`src/rtl/rcd_pkg.sv`:
```
package rcd_pkg;

    // state of the flip-event synchronizer
    typedef struct packed {
        logic [2:0] sh;
    } sync_state_t;

    // outcome of one spacing measurement
    typedef enum logic [1:0] {
        MEAS_NONE  = 2'd0,
        MEAS_OK    = 2'd1,
        MEAS_STALE = 2'd2
    } meas_kind_e;

endpackage

```
`src/rtl/rcd_toggle_sync.sv`:
```
module rcd_toggle_sync #(
    parameter int STAGES = 2
) (
    input  logic clk,
    input  logic rst,
    input  logic sig_i,
    output logic flip_o
);
    localparam int DEPTH = STAGES + 1;

    typedef struct packed {
        logic [DEPTH-1:0] sh;
    } st_t;

    st_t st_d, st_q;

    always_comb begin
        st_d    = st_q;
        st_d.sh = {st_q.sh[DEPTH-2:0], sig_i};
    end

    always_ff @(posedge clk) begin
        if (rst) st_q <= '0;
        else     st_q <= st_d;
    end

    assign flip_o = st_q.sh[DEPTH-1] ^ st_q.sh[DEPTH-2];

endmodule

```
`src/rtl/rcd_period_meter.sv`:
```
module rcd_period_meter
    import rcd_pkg::*;
#(
    parameter int TIMEOUT = 1000,
    localparam int CW = $clog2(TIMEOUT + 2)
) (
    input  logic          clk,
    input  logic          rst,
    input  logic          flip_i,
    input  logic          locked_i,
    output meas_kind_e    kind_o,
    output logic [CW-1:0] period_o
);
    localparam logic [CW-1:0] LIMIT = CW'(TIMEOUT);

    typedef struct packed {
        logic [CW-1:0] cnt;
        logic          armed;
        meas_kind_e    kind;
        logic [CW-1:0] per;
    } st_t;

    st_t st_d, st_q;

    always_comb begin
        st_d      = st_q;
        st_d.kind = MEAS_NONE;
        if (!locked_i) begin
            st_d.armed = 1'b0;
            st_d.cnt   = '0;
        end else if (flip_i) begin
            if (st_q.armed) begin
                if (st_q.cnt > LIMIT) begin
                    st_d.kind = MEAS_STALE;
                end else begin
                    st_d.kind = MEAS_OK;
                    st_d.per  = st_q.cnt;
                end
            end
            st_d.armed = 1'b1;
            st_d.cnt   = CW'(1);
        end else if (st_q.cnt <= LIMIT) begin
            st_d.cnt = st_q.cnt + CW'(1);
        end
    end

    always_ff @(posedge clk) begin
        if (rst) st_q <= '{cnt: '0, armed: 1'b0, kind: MEAS_NONE, per: '0};
        else     st_q <= st_d;
    end

    assign kind_o   = st_q.kind;
    assign period_o = st_q.per;


    cnt_sat_chk: assert property (@(posedge clk) disable iff (rst)
        st_q.cnt <= LIMIT + CW'(1));


    valid_in_range_chk: assert property (@(posedge clk) disable iff (rst)
        (kind_o == MEAS_OK) |-> (period_o != '0 && period_o <= LIMIT));


    no_meas_unlocked_chk: assert property (@(posedge clk) disable iff (rst)
        !locked_i |=> (kind_o == MEAS_NONE));

endmodule

```
`src/rtl/rcd_qualifier.sv`:
```
module rcd_qualifier
    import rcd_pkg::*;
#(
    parameter int CW     = 10,
    parameter int HI_TH  = 300,
    parameter int LO_TH  = 200,
    parameter int QUAL_N = 8,
    localparam int QW    = $clog2(QUAL_N + 1)
) (
    input  logic          clk,
    input  logic          rst,
    input  logic          locked_i,
    input  meas_kind_e    kind_i,
    input  logic [CW-1:0] period_i,
    output logic          modulus_o,
    output logic          relock_o
);
    localparam logic [QW-1:0] LAST = QW'(QUAL_N - 1);

    typedef struct packed {
        logic          mode;
        logic [QW-1:0] run;
        logic          chg;
    } st_t;

    st_t  st_d, st_q;
    logic favour;

    always_comb begin
        favour = st_q.mode ? (32'(period_i) < LO_TH) : (32'(period_i) > HI_TH);
        st_d     = st_q;
        st_d.chg = 1'b0;
        if (!locked_i) begin
            st_d.run = '0;
        end else if (kind_i == MEAS_OK) begin
            if (!favour) begin
                st_d.run = '0;
            end else if (st_q.run == LAST) begin
                st_d.mode = ~st_q.mode;
                st_d.run  = '0;
                st_d.chg  = 1'b1;
            end else begin
                st_d.run = st_q.run + QW'(1);
            end
        end
    end

    always_ff @(posedge clk) begin
        if (rst) st_q <= '{mode: 1'b0, run: '0, chg: 1'b0};
        else     st_q <= st_d;
    end

    assign modulus_o = st_q.mode;
    assign relock_o  = st_q.chg;


    pulse_width_chk: assert property (@(posedge clk) disable iff (rst)
        relock_o |=> !relock_o);


    change_has_pulse_chk: assert property (@(posedge clk) disable iff (rst)
        !$stable(modulus_o) |-> relock_o);


    run_bound_chk: assert property (@(posedge clk) disable iff (rst)
        st_q.run < QW'(QUAL_N));


    unlock_clears_chk: assert property (@(posedge clk) disable iff (rst)
        !locked_i |=> (st_q.run == '0 && $stable(modulus_o)));


    stale_holds_chk: assert property (@(posedge clk) disable iff (rst)
        (locked_i && kind_i == MEAS_STALE) |=> $stable(st_q.run));

endmodule

```
`src/rtl/rate_class_detector.sv`:
```
module rate_class_detector
    import rcd_pkg::*;
#(
    parameter int SYNC_STAGES = 2,
    parameter int TIMEOUT     = 1000,
    parameter int HI_TH       = 300,
    parameter int LO_TH       = 200,
    parameter int QUAL_N      = 8
) (
    input  logic clk,
    input  logic rst,
    input  logic hsync_i,
    input  logic locked_i,
    output logic modulus_o,
    output logic relock_o
);
    localparam int CW = $clog2(TIMEOUT + 2);

    logic          flip;
    meas_kind_e    kind;
    logic [CW-1:0] period;

    rcd_toggle_sync #(.STAGES(SYNC_STAGES)) u_sync (
        .clk    (clk),
        .rst    (rst),
        .sig_i  (hsync_i),
        .flip_o (flip)
    );

    rcd_period_meter #(.TIMEOUT(TIMEOUT)) u_meter (
        .clk      (clk),
        .rst      (rst),
        .flip_i   (flip),
        .locked_i (locked_i),
        .kind_o   (kind),
        .period_o (period)
    );

    rcd_qualifier #(
        .CW     (CW),
        .HI_TH  (HI_TH),
        .LO_TH  (LO_TH),
        .QUAL_N (QUAL_N)
    ) u_qual (
        .clk       (clk),
        .rst       (rst),
        .locked_i  (locked_i),
        .kind_i    (kind),
        .period_i  (period),
        .modulus_o (modulus_o),
        .relock_o  (relock_o)
    );


    reset_quiet_chk: assert property (@(posedge clk)
        $past(rst) |-> (!modulus_o && !relock_o));

endmodule

```
`config.mk`:
```
export PLATFORM = sky130hd
export DESIGN_NAME = rate_class_detector
export DESIGN_NICKNAME = d
export VERILOG_FILES = /design/src/rtl/rcd_pkg.sv /design/src/rtl/rcd_toggle_sync.sv /design/src/rtl/rcd_period_meter.sv /design/src/rtl/rcd_qualifier.sv /design/src/rtl/rate_class_detector.sv
export SDC_FILE = /design/constraint.sdc
export NUM_CORES = 1
export LEC_CHECK = 0
export ABC_CLOCK_PERIOD_IN_PS = 4230
export CORE_MARGIN = 5
export CORE_UTILIZATION = 30
export DETAILED_ROUTE_END_ITERATION = 7
export GPL_ROUTABILITY_DRIVEN = 0
export PLACE_DENSITY = 0.47
export SETUP_SLACK_MARGIN = 0.2
export SYNTH_ARGS = -nofsm -noshare
export SYNTH_HDL_FRONTEND = slang
export SYNTH_HIERARCHICAL = 1
export SYNTH_SLANG_ARGS = --single-unit
```
`constraint.sdc`:
```
create_clock -name clk -period 4.23 [get_ports clk]
set_input_delay 1.269 -clock clk [delete_from_list [all_inputs] [get_ports clk]]
set_output_delay 1.269 -clock clk [all_outputs]
set_load 0.005 [all_outputs]
```
==> results of run 1 <==
power by group:
| part | internal (mW) | switching, mW |
|---|---|---|
| clock | 0.133 | 0.107 |
| combinational | 0.00971 | 0.0108 |
| sequential | 0.304 | 0.00194 |
area by class of cell:
class | count | area [µm²]
multi-input cells | 122 | 867
fillers | 573 | 3710
repair buffers | 6 | 57.6
inverters | 5 | 18.8
clock buffers | 8 | 90.1
well taps | 72 | 90.1
flip-flops and latches | 32 | 641
registers in the layout, summed over array words and instances, names as in the netlist:
name / cells
u_meter/kind_o: 2
u_meter/period_o: 10
u_meter/st_q: 11
u_qual/modulus_o: 1
u_qual/relock_o: 1
u_qual/st_q: 4
u_sync/st_q: 3
stage by stage:
step	power (mW)	hold WS [ps]
floorplan	0.326	414
global placement	0.333	456
detailed placement	0.333	455
CTS	0.577	464
global route	0.593	482
finish	0.566	464
cells in the mapped netlist (all sizes together), types with 4 or more instances:
| master | count |
|---|---|
| mux2i | 10 |
| buf | 18 |
| nand3 | 8 |
| nor3 | 6 |
| xnor2 | 5 |
| nand2b | 20 |
| o21a | 4 |
| a211oi | 4 |
| nand2 | 9 |
| nor2 | 13 |
| dfxtp | 32 |
| nor2b | 6 |
| inv | 5 |
logic make-up (layout without fill, tap and decap cells):
group                    Yosys count  after routing  synth area share
AND/OR/NAND/NOR                   78             78             0.271
buffers and inverters             26             19             0.102
multiplexers                      10             10            0.0596
adder cells (fa/ha/maj)            3              3            0.0224
AO/OA/AOI/OAI                     24             24             0.127
flip-flops                        32             32             0.382
XOR/XNOR                           7              7            0.0365
cells in the final DEF (no fill, tap or decap), types with 2 or more instances in the layout:
| cell | netlist | final |
|---|---|---|
| inv_1 | 5 | 5 |
| nand2b_1 | 20 | 20 |
| nand3_1 | 8 | 8 |
| clkdlybuf4s50_1 | 0 | 5 |
| nor2b_1 | 5 | 5 |
| nor3b_1 | 2 | 2 |
| o21a_1 | 4 | 4 |
| a211oi_1 | 4 | 4 |
| nand2_1 | 9 | 9 |
| xnor2_1 | 5 | 5 |
| nor3_1 | 6 | 6 |
| nor2_1 | 13 | 13 |
| a21oi_1 | 2 | 2 |
| mux2i_1 | 10 | 10 |
| o21ai_0 | 2 | 2 |
| ha_1 | 3 | 3 |
| a31oi_1 | 2 | 2 |
| xor2_1 | 2 | 2 |
| clkbuf_8 | 0 | 6 |
| dfxtp_1 | 32 | 32 |
| clkbuf_1 | 3 | 2 |
| nand4_1 | 3 | 3 |
worst max-delay path by stage:
stage / start / end / slack [ps] / depth (start not counted)
finish: rst / u_meter/st_q[15]$_SDFFE_PP0P_ / 1710 / 6
global route: rst / u_meter/st_q[15]$_SDFFE_PP0P_ / 1570 / 6
CTS: rst / u_meter/st_q[15]$_SDFFE_PP0P_ / 1690 / 6
detailed placement: rst / u_meter/st_q[15]$_SDFFE_PP0P_ / 1390 / 6
global placement: rst / u_meter/st_q[15]$_SDFFE_PP0P_ / 1430 / 6
floorplan: locked_i / u_meter/st_q[15]$_SDFFE_PP0P_ / 2130 / 5
worst reg2reg max path: cells and delay by family (launching register included):
family          cells  cell delay (ps)
compound gates      1              290
fa+ha+maj           1              200
buf+inv             1              110
flops               1              340
mux                 1              240
simple gates        2              540
metal layers:
metal / share of wire / wire (µm) / global-route usage
met1: 0.51 / 1580 / 0.119
met2: 0.45 / 1380 / 0.135
met3: 0.034 / 105 / 0.0379
met4: 0.0074 / 23 / 0.0388
met5: 0 / 0 / 0
==> results.md, run 1 <==
- Status: finished, final reports clean
- Vias/cell: 4.66
- CP arrival: between 2000 and 3000 ps
- Critical-path top delay cell: clkdlybuf4s50_1
- Leak: 0.540 nW
- Worst path max stage delay: 390 ps
- Worst skew pair latency: 280 ps
- Die Ht: 84.8 µm
- Synth top area share: 0.382
- Syn. warnings: 6
- DR vias: approximately 1100
- Drt wl/cell: 12.6 µm
- Worst Hold End: u_sync/st_q[1]$_SDFF_PP0_
- Worst EP required: 4460 ps
- Post-CTS sizing: 0
- Crit share post-route: 0.596
- Distinct cell type count of the synthesized netlist: 45
- Syn_nets: 187
- Ys async rst share: 0
- Post-Layout Cell Count: around 250
- Hold Crit Class: reg -> reg
- R2R depth: 6
- Detailed Route Iter0 Violations: 56
- Nets@finish: 179
- Worst vdd ir: ~0.14 mV
- Crit. End Element: register
- HP Start: u_sync/st_q[0]$_SDFF_PP0_
- First-pass GRT wire length: approximately 5.3 mm
- Antenna diodes: 0
- Tmin final: 2520 ps
- Final Hold Fails: 0
- Dpl ws: 1390 ps
- Critical R2R Launch: u_meter/st_q[13]$_SDFFE_PP0P_
- DRC viols: 0
- Hpwl dp: around 2.2 mm
- Syn Std Cell Area: 1680 µm²
- Row Count: 27
- Ports: 6
- CTS Hold Bufs: 0
- Final WS setup: 1710 ps
- Core Region: 5470 µm²
- Synth area leaders: dfxtp_1, nand2b_1, mux2i_1, buf_4, nor2_1
- CTS tree: yes
- Post-synth top area cell: dfxtp_1
- Post-synthesis sequential area ratio: 0.382
- Placed cell area: 1670 µm²
- WP buf/inv: 2
- Actual slew at the worst max-slew pin: 529 ps
- Routed Antenna Nets: 0
- Initial Util: 0.307
- Initial antenna violation count: 0
- RSZ-0062 raised after global routing: no
- PwrDens: 321 nW/µm²
- Remaining Overflow, GRT: 0
- Worst setup SP type: input pin
- Total CTS buffers: 5
- CTS clock-pin slew for the worst setup and hold paths: 60 ps
- Final setup TNS: 0 ps
- Top_reg_cell synth: dfxtp_1
- Root cell of the clock tree: clkbuf_8
- Avg Inst Size Synth: between 9 and 10 µm²
- FF-to-FF End: u_meter/period_o[1]$_SDFFE_PP0P_
- Slew headroom: 0.644
- MaxCap Viol Count: 0
- CP top delay family: buffers and inverters
- Post-layout util: 0.322
- Area Overhead vs Synth: 5.07%
- Highest clock rate: 0.396 GHz
- Design Area, Final: 1760 µm²
- Skew final: 2.09 ps
- Dpl cells: 237
- IO Port Bufs: 5
- Worst path cell trace: clkdlybuf4s50_1 -> buf_4 -> nor2b_1 -> nand2b_1 -> a211oi_1 -> a31o_1
- Synthesis-stage register bit count: 32
- DIE AREA: 7190 µm²
- Clock Tree Buf Depth: 2
- Number of setup buffers added after CTS: 0
- CP Max Fanout: 28
- R2r setup slk: approximately 2400 ps
- Vias in the first global route: 1140
- Die Span X: roughly 85 µm
- DRT Wirelength: a little over 3 mm
- Post-synthesis cell count: 180
- Crit Path Category: in -> reg
- EDFF count, synth: 0
- Slew Limit Fails: 0
- Worst Hold Depth: 1
- H-Tree Level Count: 2
- Clock tree sinks: 32
- Share of layout cells above drive strength 1: 0.0751
- Tot GR Track Use: 0.0921
- Setup violators final: 0
- Drt first pass iters: 4
- Largest net degree at the start of global routing: 29
Power figures use the tool's default switching activity.
==> run 2, diff against run 1 <==
ABC_CLOCK_PERIOD_IN_PS = 2600   (was 4230)
clock period = 2.6 ns   (was 4.23 ns; I/O delays follow)
==> results.md, run 2 (same netlist as run 1, synthesis figures left out) <==
- Status: finished, final reports clean
- Die Span X: 84.8 µm
- Post-Layout Cell Count: 246
- Worst path max stage delay: ~550 ps
- CP Max Fanout: 7
- Placed cell area: 1680 µm²
- DIE AREA: 7190 µm²
- Row Count: 27
- WP buf/inv: 1
- CTS tree: yes
- Leak: ~0.56 nW
- Crit. End Element: output port
- Area Overhead vs Synth: 7.67%
- Dpl cells: 238
- H-Tree Level Count: 2
- Total CTS buffers: 5
- Hpwl dp: about 2.3 mm
- IO Port Bufs: 5
- Nets@finish: 180
- Most frequent cells in the layout: dfxtp_1, nand2b_1, nor2_1
- Worst path cell trace: clkdlybuf4s50_1
- Number of flip-flops under the largest register name: 11
- Crit share post-route: 0.799
- Design Area, Final: 1810 µm²
- Slew headroom: 0.652
- Largest net degree at the start of global routing: 26
- CP top delay family: buffers and inverters
- Drt wl/cell: 12.9 µm
- Initial Util: 0.307
- Number of setup buffers added after CTS: 0
- Tot GR Track Use: 0.0972
- Detailed Route Iter0 Violations: 28
- Post-CTS sizing: 0
- Skew final: 4.81 ps
- Die Ht: 84.8 µm
- Crit Path Category: reg -> out
- Clock tree sinks: 32
- Clock Tree Buf Depth: 2
- MaxCap Viol Count: 0
- Hold Crit Class: reg -> reg
- PwrDens: 588 nW/µm²
- Share of layout cells above drive strength 1: 0.0920
- Highest clock rate: 0.481 GHz
- DRT Wirelength: 3.18 mm
- Initial antenna violation count: 0
- Actual slew at the worst max-slew pin: 516 ps
- CTS Hold Bufs: 0
- Core Region: 5470 µm²
- Final Hold Fails: 0
- Final setup TNS: 0 ps
- Worst setup SP type: register
- Fillers: 587
- Setup violators final: 0
- First-pass GRT wire length: roughly 5.6 mm
- Antenna diodes: 0
- Vias/cell: 4.77
- Worst vdd ir: between 0.15 and 0.2 mV
- Post-layout util: 0.330
- DR vias: 1174
- Top flop regs: u_meter/st_q: 11 flops, u_meter/period_o: 10 flops, u_qual/st_q: 4 flops
- Critical-path top delay cell: clkdlybuf4s50_1
- Ports: 6
- RSZ-0062 raised after global routing: no
- Routed Antenna Nets: 0
- Root cell of the clock tree: clkbuf_8
- Worst EP required: 1820 ps
- Slew Limit Fails: 0
- Worst skew pair latency: 290 ps
- Biggest register: u_meter/st_q
- Drt first pass iters: 4
- Remaining Overflow, GRT: 0
- CTS clock-pin slew for the worst setup and hold paths: 70 ps
- CP arrival: 1300 ps
- Commonest non-fill, non-tap cell in the layout: dfxtp_1
- DRC viols: 0
- Tmin final: 2080 ps
- Vias in the first global route: ~1200
[run 2: worst paths after layout]
path | startpoint | to | slack, ps | cells after the start
min | u_sync/st_q[0]$_SDFF_PP0_ | u_sync/st_q[1]$_SDFF_PP0_ | 450 | 1
max reg2reg | u_meter/period_o[5]$_SDFFE_PP0P_ | u_qual/st_q[3]$_SDFFE_PP0N_ | 810 | 5
max | u_qual/modulus_o$_SDFFE_PP0P_ | modulus_o | 520 | 1
min reg2reg | u_sync/st_q[0]$_SDFF_PP0_ | u_sync/st_q[1]$_SDFF_PP0_ | 450 | 1
[run 2: area by class of cell]
cell class,count,area [µm²],share of cell area
tap,72,90.1,0.0498
timing repair buffer,7,65.1,0.0360
multi-input combinational,122,867,0.480
clock inverter,1,30.0,0.0166
inverter,5,18.8,0.0104
sequential,32,641,0.354
clock buffer,7,96.3,0.0533
[run 2: per-stage QoR]
step	hold WS, ps	setup slack, ps	power (mW)
after floorplan	414	907	0.530
final	445	523	1.06
after global placement	417	439	0.543
after global routing	475	468	1.11
after detailed placement	431	401	0.544
after CTS	447	501	1.08
[run 2: power by group]
group          internal, mW  total, mW  leakage, nW  switching [mW]
registers             0.494      0.497        0.259         0.00319
logic                0.0169     0.0346        0.241          0.0177
clock network         0.338      0.531       0.0645           0.192
[run 2: worst register-to-register path: cells and delay by family (launching register included)]
kind	cells	cell delay, ps
AOI/OAI and AO/OA	3	860
and+or+nand+nor	2	530
DFF	1	340
[run 2: metal layers]
| metal | wire length, µm | vias to the layer above | track usage |
|---|---|---|---|
| li1 | - | 596 | - |
| met2 | 1520 | 10 | 0.150 |
| met3 | 103 | 6 | 0.0359 |
| met1 | 1520 | 562 | 0.121 |
| met4 | 40 | 0 | 0.0417 |
| met5 | 0 | - | 0 |
==> run 3, diff against run 2 <==
ABC_CLOCK_PERIOD_IN_PS = 2000   (was 2600)
clock period = 2 ns   (was 2.6 ns; I/O delays follow)
==> results.md, run 3 (same netlist as run 1, synthesis figures left out) <==
- RSZ-0062 raised after global routing: no
- Largest net degree at the start of global routing: 26
- Worst setup SP type: register
- CP top delay family: simple AND/OR/NAND/NOR gates
- Logic pwr share: 0.041
- CTS clock-pin slew for the worst setup and hold paths: 70 ps
- Vias in the first global route: 1141
- Die Span X: between 80 and 90 µm
- Vias/cell: 4.79
- Commonest non-fill, non-tap cell in the layout: dfxtp_1
- Drt first pass iters: 4
- DRT Wirelength: 3.14 mm
- Ports: 6
- Root cell of the clock tree: clkbuf_8
- CTS tree: yes
- Pwr Total: 1.23 mW
- Clock tree sinks: 32
- Remaining Overflow, GRT: 0
- Initial antenna violation count: 0
- DR vias: 1202
- Fillers: about 570
- Clock Tree Buf Depth: 2
- Hold Crit Class: reg -> reg
- Status: finished, final reports clean
- Critical-path top delay cell: or4_1
- Hpwl dp: about 2.3 mm
- IO Port Bufs: 5
- Drt wl/cell: about 13 µm
- Post-layout util: 0.337
- DIE AREA: 7190 µm²
- Row Count: 27
- Top flop regs: u_meter/st_q: 11 flops, u_meter/period_o: 10 flops, u_qual/st_q: 4 flops
- Final setup TNS: 0 ps
- Crit share post-route: 0.855
- H-Tree Level Count: 2
- Crit Path Category: reg -> reg
- First-pass GRT wire length: 5.40 mm
- Critical R2R Launch: u_meter/period_o[8]$_SDFFE_PP0P_
- Clock share of power: 0.436
- Skew final: 6.57 ps
- Worst vdd ir: 0.213 mV
- Placed cell area: ~1700 µm²
- Worst Setup SP: u_meter/period_o[8]$_SDFFE_PP0P_
- Routed Antenna Nets: 0
- DRC viols: 0
- Final Hold Fails: 0
- Actual slew at the worst max-slew pin: about 480 ps
- HP Start: u_sync/st_q[0]$_SDFF_PP0_
- Highest clock rate: slightly below 0.6 GHz
- Nets@finish: 186
- Worst EP required: 2220 ps
- CP Max Fanout: 5
- Crit. End Element: register
- P_int: just under 1 mW
- Met3 WL post-DR: 125 µm
- Antenna diodes: 0
- Tot GR Track Use: 0.0939
- Setup violators final: 0
- Total CTS buffers: 5
- CP arrival: 1930 ps
- Slew headroom: 0.674
- Number of flip-flops under the largest register name: 11
- Share of layout cells above drive strength 1: 0.128
- WP buf/inv: 0
- Worst path max stage delay: approximately 500 ps
- Design Area, Final: roughly 1800 µm²
- Biggest register: u_meter/st_q
- Die Ht: 84.8 µm
- Sw frac: 0.211
- Most frequent cells in the layout: dfxtp_1, nand2b_1, nor2_1
- Core Region: 5470 µm²
- Detailed Route Iter0 Violations: 55
- Tmin final: 1710 ps
- Area Overhead vs Synth: 9.76%
- Worst skew pair latency: 280 ps
- Switching pwr: 0.260 mW
- PwrDens: 670 nW/µm²
- Slew Limit Fails: 0
- Seq pwr share: 0.523
- Top sig layer: met4
- Met2 wire length: 1.45 mm
- Worst path cell trace: nor3b_1 -> o21a_1 -> o41a_2 -> or4_1 -> nand2_1
- Met1 wire length: 1.53 mm
- Leak: 0.607 nW
- Initial Util: 0.307
- MaxCap Viol Count: 0
run 3: what timing repair did:
| action | CTS | global route |
|---|---|---|
| pin swaps | 0 | 1 |
| setup buffers | 1 | 1 |
| endpoints found under the setup margin | 5 | 13 |
| resized for setup | 1 | 4 |
| cloned | 0 | 0 |
| hold buffers | 0 | 0 |
run 3: worst paths after layout:
kind,end,slack (ps),cells after the start
max reg2reg,u_qual/modulus_o$_SDFFE_PP0P_,290,5
min reg2reg,u_sync/st_q[1]$_SDFF_PP0_,450,1
min,u_sync/st_q[1]$_SDFF_PP0_,450,1
max,u_qual/modulus_o$_SDFFE_PP0P_,290,5
run 3: power by group through the flow:
stage / Sequential, mW / Clock [mW] / Combinational [mW]
2_1_floorplan: 0.660 / 0 / 0.0293
3_3_place_gp: 0.661 / 0 / 0.0498
3_5_place_dp: 0.661 / 0 / 0.0502
4_1_cts: 0.647 / 0.554 / 0.0509
5_1_grt: 0.645 / 0.588 / 0.0555
6_report: 0.645 / 0.538 / 0.0506
run 3: layout make-up:
type / instances / area [µm²] / share of cell area
clock buffer: 7 / 96.3 / 0.0523
inverter: 5 / 18.8 / 0.0102
multi-input combinational: 122 / 868 / 0.471
sequential: 32 / 644 / 0.350
tap: 72 / 90.1 / 0.0489
timing repair buffer: 13 / 125 / 0.0679
run 3: per-layer routing:
layer,up-vias,track usage
li1,610,-
met1,563,0.122
met2,23,0.144
met3,6,0.0350
met4,0,0.0302
met5,-,0
run 3: stage by stage:
stage / hold slack, ps / instances / setup WS [ps]
6_report: 454 / 251 / 290
3_3_place_gp: 419 / 242 / 90.9
5_1_grt: 476 / 251 / 200
3_5_place_dp: 442 / 242 / 32.5
4_1_cts: 456 / 250 / 193
2_1_floorplan: 414 / 180 / 307
